===== src/rtl/sdiv_pkg.sv =====
package sdiv_pkg;

   typedef enum logic [1:0] {
      ST_IDLE = 2'd0,
      ST_LOOP = 2'd1,
      ST_FIX  = 2'd2
   } sdiv_state_e;

   localparam int unsigned SDIV_OPERANDS = 2;
   localparam int unsigned SDIV_IDX_DND  = 0;
   localparam int unsigned SDIV_IDX_DVS  = 1;

endpackage


===== src/rtl/sdiv_abs.sv =====
module sdiv_abs #(
   parameter int unsigned W = 16
) (
   input  logic [W-1:0] val,
   output logic [W-1:0] mag,
   output logic         neg
);
   // magnitude is read as unsigned, so the most negative value maps onto itself correctly
   always_comb begin
      neg = val[W-1];
      mag = neg ? (~val + W'(1)) : val;
   end
endmodule


===== src/rtl/sdiv_step.sv =====
module sdiv_step #(
   parameter int unsigned W = 16
) (
   input  logic [W-1:0] hi,
   input  logic [W-1:0] lo,
   input  logic [W-1:0] dvs,
   output logic [W-1:0] hi_nxt,
   output logic [W-1:0] lo_nxt
);
   logic [W-1:0] hi_sh;
   logic [W:0]   trial;
   logic         borrow;

   always_comb begin
      hi_sh  = {hi[W-2:0], lo[W-1]};
      trial  = {1'b0, hi_sh} - {1'b0, dvs};
      borrow = trial[W];
      hi_nxt = borrow ? hi_sh : trial[W-1:0];
      lo_nxt = {lo[W-2:0], ~borrow};
   end
endmodule


===== src/rtl/sdiv_fixup.sv =====
module sdiv_fixup #(
   parameter int unsigned W = 16
) (
   input  logic [W-1:0] q_mag,
   input  logic [W-1:0] r_mag,
   input  logic         neg_dnd,
   input  logic         neg_dvs,
   output logic [W-1:0] q_out,
   output logic [W-1:0] r_out
);
   logic flip_q;

   always_comb begin
      flip_q = neg_dnd ^ neg_dvs;
      q_out  = flip_q  ? (~q_mag + W'(1)) : q_mag;
      r_out  = neg_dnd ? (~r_mag + W'(1)) : r_mag;
   end
endmodule


===== src/rtl/sdiv_ctrl.sv =====
module sdiv_ctrl
   import sdiv_pkg::*;
#(
   parameter int unsigned W = 16
) (
   input  logic clk,
   input  logic rst_n,
   input  logic start,
   output logic load,
   output logic iterate,
   output logic fix,
   output logic busy,
   output logic done
);
   localparam int unsigned CW = $clog2(W + 1);

   sdiv_state_e state;
   logic [CW-1:0] cnt;

   always_comb begin
      load    = (state == ST_IDLE) && start;
      iterate = (state == ST_LOOP);
      fix     = (state == ST_FIX);
      busy    = (state != ST_IDLE);
   end

   always_ff @(posedge clk or negedge rst_n) begin
      if (!rst_n) begin
         state <= ST_IDLE;
         cnt   <= '0;
         done  <= 1'b0;
      end else begin
         done <= 1'b0;
         unique case (state)
            ST_IDLE: if (start) begin
               state <= ST_LOOP;
               cnt   <= CW'(W);
            end
            ST_LOOP: begin
               cnt <= cnt - CW'(1);
               if (cnt == CW'(1)) state <= ST_FIX;
            end
            ST_FIX: begin
               state <= ST_IDLE;
               done  <= 1'b1;
            end
            default: state <= ST_IDLE;
         endcase
      end
   end

   AST_START_ACCEPT: assert property (@(posedge clk) disable iff (!rst_n)
      (state == ST_IDLE && start) |=> (state == ST_LOOP && cnt == CW'(W)));

   AST_COUNT_RANGE: assert property (@(posedge clk) disable iff (!rst_n)
      (state == ST_LOOP) |-> (cnt != '0 && cnt <= CW'(W)));

   AST_START_IGNORED: assert property (@(posedge clk) disable iff (!rst_n)
      (state == ST_LOOP && start && cnt != CW'(1)) |=> (state == ST_LOOP && cnt == $past(cnt) - CW'(1)));

endmodule


===== src/rtl/sdiv_unit.sv =====
module sdiv_unit
   import sdiv_pkg::*;
#(
   parameter int unsigned WIDTH = 16
) (
   input  logic             clk,
   input  logic             rst_n,
   input  logic             start,
   input  logic [WIDTH-1:0] dividend,
   input  logic [WIDTH-1:0] divisor,
   output logic             busy,
   output logic             done,
   output logic [WIDTH-1:0] quotient,
   output logic [WIDTH-1:0] remainder,
   output logic             div_zero
);
   localparam int unsigned W = WIDTH;

   generate
      if (W < 2) begin : g_bad_width
         $error("sdiv_unit: WIDTH must be at least 2");
      end
   endgenerate

   logic load, iterate, fix;

   logic [SDIV_OPERANDS-1:0][W-1:0] ops;
   logic [SDIV_OPERANDS-1:0][W-1:0] mags;
   logic [SDIV_OPERANDS-1:0]        negs;

   assign ops[SDIV_IDX_DND] = dividend;
   assign ops[SDIV_IDX_DVS] = divisor;

   generate
      for (genvar g = 0; g < SDIV_OPERANDS; g++) begin : g_abs
         sdiv_abs #(.W(W)) u_abs (
            .val (ops[g]),
            .mag (mags[g]),
            .neg (negs[g])
         );
      end
   endgenerate

   logic [W-1:0] hi_q, lo_q, dvs_q;
   logic         neg_dnd_q, neg_dvs_q, dvs_zero_q;
   logic [W-1:0] hi_nxt, lo_nxt;
   logic [W-1:0] q_fix, r_fix;
   logic [W-1:0] q_q, r_q;
   logic         err_q;

   sdiv_ctrl #(.W(W)) u_ctrl (
      .clk     (clk),
      .rst_n   (rst_n),
      .start   (start),
      .load    (load),
      .iterate (iterate),
      .fix     (fix),
      .busy    (busy),
      .done    (done)
   );

   sdiv_step #(.W(W)) u_step (
      .hi     (hi_q),
      .lo     (lo_q),
      .dvs    (dvs_q),
      .hi_nxt (hi_nxt),
      .lo_nxt (lo_nxt)
   );

   sdiv_fixup #(.W(W)) u_fix (
      .q_mag   (lo_q),
      .r_mag   (hi_q),
      .neg_dnd (neg_dnd_q),
      .neg_dvs (neg_dvs_q),
      .q_out   (q_fix),
      .r_out   (r_fix)
   );

   always_ff @(posedge clk or negedge rst_n) begin
      if (!rst_n) begin
         hi_q       <= '0;
         lo_q       <= '0;
         dvs_q      <= '0;
         neg_dnd_q  <= 1'b0;
         neg_dvs_q  <= 1'b0;
         dvs_zero_q <= 1'b0;
      end else if (load) begin
         hi_q       <= '0;
         lo_q       <= mags[SDIV_IDX_DND];
         dvs_q      <= mags[SDIV_IDX_DVS];
         neg_dnd_q  <= negs[SDIV_IDX_DND];
         neg_dvs_q  <= negs[SDIV_IDX_DVS];
         dvs_zero_q <= (divisor == '0);
      end else if (iterate) begin
         hi_q <= hi_nxt;
         lo_q <= lo_nxt;
      end
   end

   always_ff @(posedge clk or negedge rst_n) begin
      if (!rst_n) begin
         q_q   <= '0;
         r_q   <= '0;
         err_q <= 1'b0;
      end else begin
         err_q <= fix & dvs_zero_q;
         if (fix) begin
            q_q <= q_fix;
            r_q <= r_fix;
         end
      end
   end

   assign quotient  = q_q;
   assign remainder = r_q;
   assign div_zero  = err_q;

   AST_DONE_PULSE: assert property (@(posedge clk) disable iff (!rst_n)
      done |=> !done);

   AST_DONE_IDLE: assert property (@(posedge clk) disable iff (!rst_n)
      done |-> !busy);

   AST_BUSY_ENDS_DONE: assert property (@(posedge clk) disable iff (!rst_n)
      $fell(busy) |-> done);

   AST_ERR_WITH_DONE: assert property (@(posedge clk) disable iff (!rst_n)
      div_zero |-> done);

   AST_PARTIAL_BELOW: assert property (@(posedge clk) disable iff (!rst_n)
      (iterate && !dvs_zero_q) |-> (hi_q < dvs_q));

   AST_REM_SIGN: assert property (@(posedge clk) disable iff (!rst_n)
      (done && remainder != '0) |-> (remainder[W-1] == neg_dnd_q));

   AST_RESULT_HOLD: assert property (@(posedge clk) disable iff (!rst_n)
      (!$stable(quotient) || !$stable(remainder)) |-> done);

endmodule


===== config.mk =====
export PLATFORM = sky130hd
export DESIGN_NAME = sdiv_unit
export DESIGN_NICKNAME = d
export VERILOG_FILES = /design/src/rtl/sdiv_pkg.sv /design/src/rtl/sdiv_abs.sv /design/src/rtl/sdiv_step.sv /design/src/rtl/sdiv_fixup.sv /design/src/rtl/sdiv_ctrl.sv /design/src/rtl/sdiv_unit.sv
export SDC_FILE = /design/constraint.sdc
export NUM_CORES = 1
export LEC_CHECK = 0
export BUFFER_PORTS_ARGS = -buffer_cell sky130_fd_sc_hd__buf_4
export CORE_MARGIN = 2
export CORE_UTILIZATION = 53
export CTS_CLUSTER_SIZE = 28
export DETAILED_ROUTE_END_ITERATION = 8
export PLACE_DENSITY = 0.77
export SYNTH_ARGS = -nofsm -noshare
export SYNTH_HDL_FRONTEND = slang
export SYNTH_SLANG_ARGS = --single-unit

===== constraint.sdc =====
create_clock -name clk -period 2.6 [get_ports clk]
set_input_delay 0.39 -clock clk [delete_from_list [all_inputs] [get_ports clk]]
set_output_delay 0.39 -clock clk [all_outputs]
set_load 0.02 [all_outputs]

==> reports/summary.txt, run 1 <==
area delta synth->final -> 16.7%
post-synthesis compound-gate area fraction -> 18.8%
post-synthesis cell count -> 681
# H-tree levels -> 3
largest net degree at the start of global routing -> 93
number of nets in the layout -> 811
fraction of synthesized area in multiplexers -> 1.72%
yosys warns -> 0
routed length per instance -> 14.9 µm
top cell type's share of synthesized area -> 39.6%
die height -> 109 µm
vias in the first global route -> 4726
first-pass GRT wire length -> 22500 µm
crit end category -> flip-flop
Worst Tran Pin Value -> 0.739 ns
Synth Net Count -> 740
Initial Util -> 53.9%
fillers -> 933
vias per std cell -> 5.69
XOR/XNOR Fraction of Synth Area -> 9.94%
clk_lat worst skew -> 0.38 ns
DRC viols -> 0
initial antenna violation count -> 0
drt first pass iters -> 5
total grt overflow -> 0
share of synthesized cell area in full adder, half adder and majority cells -> 5.29%
worst hold path type -> in -> async
antenna-violating nets left -> 0
largest family of logic cells by synthesized area -> simple AND/OR/NAND/NOR gates
crit path DAT -> 2.67 ns
Yosys cell types -> 54
Multi-input gate area -> 3230 µm²
Power Density -> 1370 nW/µm²
Slew headroom -> 50.8%
Tmin final -> 2.42 ns
CTS tree -> yes
crit share post-route -> 93.1%
Top cell by count, worst path -> buf_4
GPL Wtd Cong -> 0.893
Worst path max stage delay -> 0.46 ns
Setup TNS -> 0 ns
crit path launch type -> flip-flop
# rows -> 38
non-filler cells, final -> 897
Pleak -> 3.15 nW
maximum vdd ir drop -> 0.000685 V
maximum operating frequency -> 413 MHz
final setup vio count -> 0
async set-reset flop share out of synthesis -> 100%
die span in x -> 109 µm
unrepaired setup endpoints after global routing -> no
number of diodes -> 0
cell area after synthesis -> 5820 µm²
Synth Area in Simple Gates -> 19.5%
clk buf depth -> 2
final max-slew violation count -> 0
Clock transition at path regs -> 0.10 ns
Layout Skew -> 0.0154 ns
Worst Setup Path Type -> reg -> reg
largest driver fanout on the critical path -> 7
#FFs+latches synth -> 92
commonest register cell after synthesis -> dfrtp_1
Crit path required time -> 2.85 ns
Placed Instances -> 881
WL final -> 13300 µm
Yosys top cell by area -> dfrtp_1
Critical Path, Cell by Cell -> ha_1 > nor2b_2 > o2111ai_1 > a21oi_1 > buf_4 > o32ai_4 > buf_4 > mux2i_1 > o21ai_0
Ports -> 70
Hold WS -> 0.0465 ns
FF/Latch Area -> 2300 µm²
sequential share of the synthesized area -> 39.6%
synth top area cells -> dfrtp_1, nand2_1, xor2_1
layout cells sized above 1 -> 16.9%
GR Util All Layers -> 24.1%
PortBufs -> 69
Detailed Route Iter0 Violations -> 278
Clk Tree Root Cell -> clkbuf_8
Post-synth EDFFs -> 0
Post-CTS Repair Setup Buffers -> 0
CTS buffer count -> 9
final hold vios -> 0
Mean Syn Cell Area -> 8.54 µm²
Critical-path top delay cell -> dfrtp_1
clock sinks -> 92
Die Footprint -> 11800 µm²
Core Area -> 10800 µm²
status -> finished clean
Detail Placement HPWL -> 10200 µm
Vias -> 5103
Max Cap Viol -> 0
[metrics by stage]
stage               area (µm²)  setup slack, ns  power, W  utilization (%)
floorplan                 5820            0.178   0.00663                -
CTS                       6780            0.102   0.00931             62.8
detailed placement        6600           0.0737   0.00838             61.1
global placement          6600            0.142   0.00817             61.1
finish                    6790            0.180   0.00933             62.9
global route              6790          0.00860    0.0102             62.9
[cell families after synthesis]
kind of cell    after synthesis
xor+xnor                     66
simple gates                238
buf+inv                      74
fa+ha+maj                    24
flops                        92
compound gates              177
mux                          10
[cell usage in the layout (no fill, tap or decap), types with 3 or more instances in the layout]
cell	Yosys	layout
xnor2_1	20	20
o21ai_0	77	76
xor2_1	46	46
o21ai_1	3	4
clkbuf_8	0	10
a211oi_1	3	3
o21a_1	4	4
dfrtp_1	92	92
nor2_1	30	30
buf_4	3	97
mux2i_1	10	10
o211ai_1	3	3
a31oi_1	14	14
nand3_1	23	23
a21o_1	3	3
or3_4	4	4
or4_1	9	9
nor2b_1	5	4
ha_1	23	23
o31ai_1	18	18
inv_1	35	35
nor3_1	10	10
and3_1	11	11
o41ai_1	7	7
nand4_1	4	4
nand2_1	114	114
nor4_1	5	5
or3_1	7	7
a21oi_1	30	30
nand2b_1	7	6
[final timing paths]
kind                          startpoint       endpoint  slack [ns]  cells past startpoint
max in group asynchronous          rst_n      dvs_q[12]        2.19                      2
max                              hi_q[1]        hi_q[2]        0.18                      9
min reg2reg                u_ctrl.cnt[4]  u_ctrl.cnt[4]        0.48                      1
min in group clk             divisor[14]      dvs_q[14]        0.31                      3
min                                rst_n    quotient[7]        0.05                      2
max reg2reg                      hi_q[1]        hi_q[2]        0.18                      9
[state kept, by name, indices dropped and copies added, names as in the netlist]
register / flops
neg_dvs_q: 1
dvs_zero_q: 1
neg_dnd_q: 1
u_ctrl.cnt: 5
dvs_q: 16
u_ctrl.state: 2
quotient: 16
lo_q: 16
div_zero: 1
hi_q: 16
remainder: 16
u_ctrl.done: 1
[report_power, final]
group          leakage, nW  total, W  switching (W)  internal (W)
clock network       0.0970  0.000922       0.000541      0.000381
registers             1.10   0.00267       0.000621       0.00205
logic                 1.95   0.00574        0.00321       0.00253
[final cells by class]
type                            count  share of cell area, %
Sequential cell                    92                   33.9
Clock buffer                       10                   2.03
Tap cell                          140                   2.58
Clock inverter                      6                  0.663
Timing Repair Buffer               99                   11.3
Inverter                           35                   1.94
Multi-Input combinational cell    515                   47.6
[worst max-delay path, delay by kind of cell, from the launching register on]
family	cells	cell delay (ns)
muxes	1	0.19
AOI/OAI and AO/OA	4	0.72
adders and majority gates	1	0.38
buffers and inverters	2	0.37
DFF	1	0.46
and+or+nand+nor	1	0.18
[layer usage]
layer | up-vias | part of all wire [%] | GRT usage, %
li1 | 2528 | - | -
met5 | - | 0 | 0
met1 | 2388 | 47 | 34.2
met4 | 0 | 1.7 | 8.88
met3 | 19 | 5.6 | 3.59
met2 | 168 | 45 | 37.7
[cells in the mapped netlist (4+ instances only)]
library cell / count
nand4_1: 4
o21a_1: 4
a21oi_1: 30
or3_4: 4
mux2i_1: 10
nor2_1: 30
inv_1: 35
a31oi_1: 14
ha_1: 23
clkbuf_1: 31
o21ai_0: 77
nand2_1: 114
xor2_1: 46
nor3_1: 10
nor2b_1: 5
or4_1: 9
o41ai_1: 7
o31ai_1: 18
or3_1: 7
xnor2_1: 20
dfrtp_1: 92
nand3_1: 23
and3_1: 11
nor4_1: 5
nand2b_1: 7
[timing repair]
action,in CTS,in global routing
hold buffers,0,0
endpoints found under the setup margin,0,6
gates resized for setup,0,4
Power figures use the tool's default switching activity.
==> run 2, diff against run 1 <==
--- a/config.mk
+++ b/config.mk
@@ -6,6 +6,7 @@
 export NUM_CORES = 1
 export LEC_CHECK = 0
 export BUFFER_PORTS_ARGS = -buffer_cell sky130_fd_sc_hd__buf_4
+export CORE_ASPECT_RATIO = 0.5
 export CORE_MARGIN = 2
 export CORE_UTILIZATION = 53
 export CTS_CLUSTER_SIZE = 28
==> run 2 against run 1 <==
Largest power group unchanged. Register-to-register slack got worse by 0.09 ns. Worst hold slack improved by 0.029 ns. Critical endpoint is now hi_q[4]. Design area rose by 5.5%. Setup slack got worse by 0.090 ns. Non-clock buffer count rose by 30. Via count rose by 6.0%. Core utilization rose by 5.7 points.
==> reports/summary.txt, run 2 (synthesis gave the netlist of run 1 again) <==
status -> finished clean
Clock transition at path regs -> 0.07 ns (-0.03 ns)
largest net degree at the start of global routing -> 53 (-43%)
final instance area -> 7160 µm² (+5.5%)
layout cells sized above 1 -> 20.4% (+3.5 points)
die height -> 78.1 µm (-28%)
# H-tree levels -> 3 (unchanged)
placed instance area -> 6810 µm² (+3.3%)
area delta synth->final -> 23.1%
crit share post-route -> 96.5% (+3.5 points)
initial antenna violation count -> 0 (unchanged)
critical path launch point -> hi_q[6]
die span in x -> 152 µm (+40%)
Die Footprint -> 11900 µm² (+0.44%)
Max Cap Viol -> 0 (unchanged)
largest driver fanout on the critical path -> 7 (unchanged)
Critical Path, Cell by Cell -> ha_1 > a21oi_1 > o21ai_0 > and3_1 > o32ai_4 > mux2i_1 > o21ai_0
Clk Tree Root Cell -> clkbuf_16
Worst Tran Pin Value -> 0.680 ns (-0.0586 ns)
Slew headroom -> 54.7% (+3.9 points)
CTS buffer count -> 9 (unchanged)
Critical-path top delay cell -> o32ai_4
Top cell by count, worst path -> o21ai_0
crit path launch type -> flip-flop
reg-to-reg setup timing slack -> 0.09 ns (-0.09 ns)
CP delay by family, top -> compound AO/OA/AOI/OAI gates
Core Area -> 10400 µm² (-3.2%)
Detail Placement HPWL -> 11100 µm (+8.9%)
antenna-violating nets left -> 0 (unchanged)
PortBufs -> 69 (unchanged)
maximum operating frequency -> 398 MHz (-3.6%)
CTS Hold Buffers Added -> 0 (unchanged)
WL final -> 15300 µm (+14%)
total grt overflow -> 0 (unchanged)
maximum vdd ir drop -> 0.000540 V (-21%)
drt first pass iters -> 5 (unchanged)
dpl ws -> -0.148 ns (-0.222 ns)
Reg2Reg Launch Point -> hi_q[6]
Power Density -> 1460 nW/µm² (+6.4%)
final setup vio count -> 0 (unchanged)
first-pass GRT wire length -> 25700 µm (+15%)
Placed Instances -> 911 (+3.4%)
# rows -> 26 (-32%)
GPL Wtd Cong -> 0.893 (about the same)
clk buf depth -> 2 (unchanged)
clock sinks -> 92 (unchanged)
Setup TNS -> 0 ns (unchanged)
Layout Skew -> 0.0109 ns (-0.00451 ns)
Initial Util -> 55.7% (+1.8 points)
DRC viols -> 0 (unchanged)
clk_lat worst skew -> 0.35 ns (-0.03 ns)
Pleak -> 3.34 nW (+6.3%)
fillers -> 884 (-5.3%)
commonest non-fill, non-tap cells in the layout -> buf_4, nand2_1, dfrtp_1, o21ai_0, xor2_1
Detailed Route Iter0 Violations -> 382 (+37%)
Power Total -> 0.0105 W (+12%)
Crit path required time -> 2.82 ns (-0.03 ns)
most common cell after layout, fill and taps aside -> buf_4
vias in the first global route -> 5159 (+9.2%)
vias per std cell -> 5.82 (+2.3%)
WP buf/inv -> 0 (-2)
worst hold path type -> in -> async
crit end category -> flip-flop
Ports -> 70 (unchanged)
routed length per instance -> 16.4 µm (+10%)
final max-slew violation count -> 0 (unchanged)
fin worst setup slack -> 0.0904 ns (-0.0900 ns)
final hold vios -> 0 (unchanged)
Vias -> 5409 (+6.0%)
Multi-input gate area -> 3280 µm² (+1.5%)
CTS tree -> yes
crit path DAT -> 2.73 ns (+0.06 ns)
number of nets in the layout -> 843 (+3.9%)
Tmin final -> 2.51 ns (+0.0900 ns)
non-filler cells, final -> 929 (+3.6%)
Worst Setup Path Type -> reg -> reg
number of diodes -> 0 (unchanged)
GR Util All Layers -> 26.8% (+2.7 points)
FF/Latch Area -> 2300 µm² (unchanged)
Worst path max stage delay -> 0.59 ns (+0.13 ns)
-- run 2: worst paths after layout --
path	to	cells after the start
max in group asynchronous	remainder[10]	2
hold / removal	lo_q[9]	1
setup reg to reg	hi_q[4]	7
hold reg to reg	dvs_q[11]	2
setup / recovery	hi_q[4]	7
min in group clk	dvs_q[14]	3
-- run 2: layout make-up --
| type | count | share of cell area [%] |
|---|---|---|
| well taps | 140 | 2.45 |
| inverters | 35 | 1.83 |
| multi-input cells | 517 | 45.8 |
| repair buffers | 129 | 13.7 |
| clock inverters | 6 | 0.751 |
| clock buffers | 10 | 3.34 |
| flip-flops and latches | 92 | 32.2 |
-- run 2: repair_timing --
action | CTS | global route
hold endpoints to repair | 0 | 0
pin swaps | 1 | 1
buffers inserted | 0 | 0
setup endpoints to repair | 16 | 17
resized for setup | 0 | 4
gates cloned | 1 | 1
-- run 2: routing by layer --
metal  vias to the layer above  track usage [%]  wire length [µm]
li1                       2602                -                 -
met1                      2586             36.9              6970
met2                       195             42.9              7000
met3                        26             6.68              1050
met4                         0             6.82               237
met5                         -                0                 0
-- run 2: stage by stage --
step / util (%) / hold slack (ns)
3_3_place_gp: 65.2 / 0.458
5_1_grt: 68.6 / 0.133
2_1_floorplan: - / 0.0944
6_report: 68.6 / 0.0754
3_5_place_dp: 65.2 / 0.470
4_1_cts: 68.2 / 0.105
-- run 2: power by group --
part,internal [W],leakage [nW],total [W],switching [W]
Clock,0.000694,0.142,0.00130,0.000606
Combinational,0.00289,2.10,0.00653,0.00364
Sequential,0.00206,1.10,0.00264,0.000588
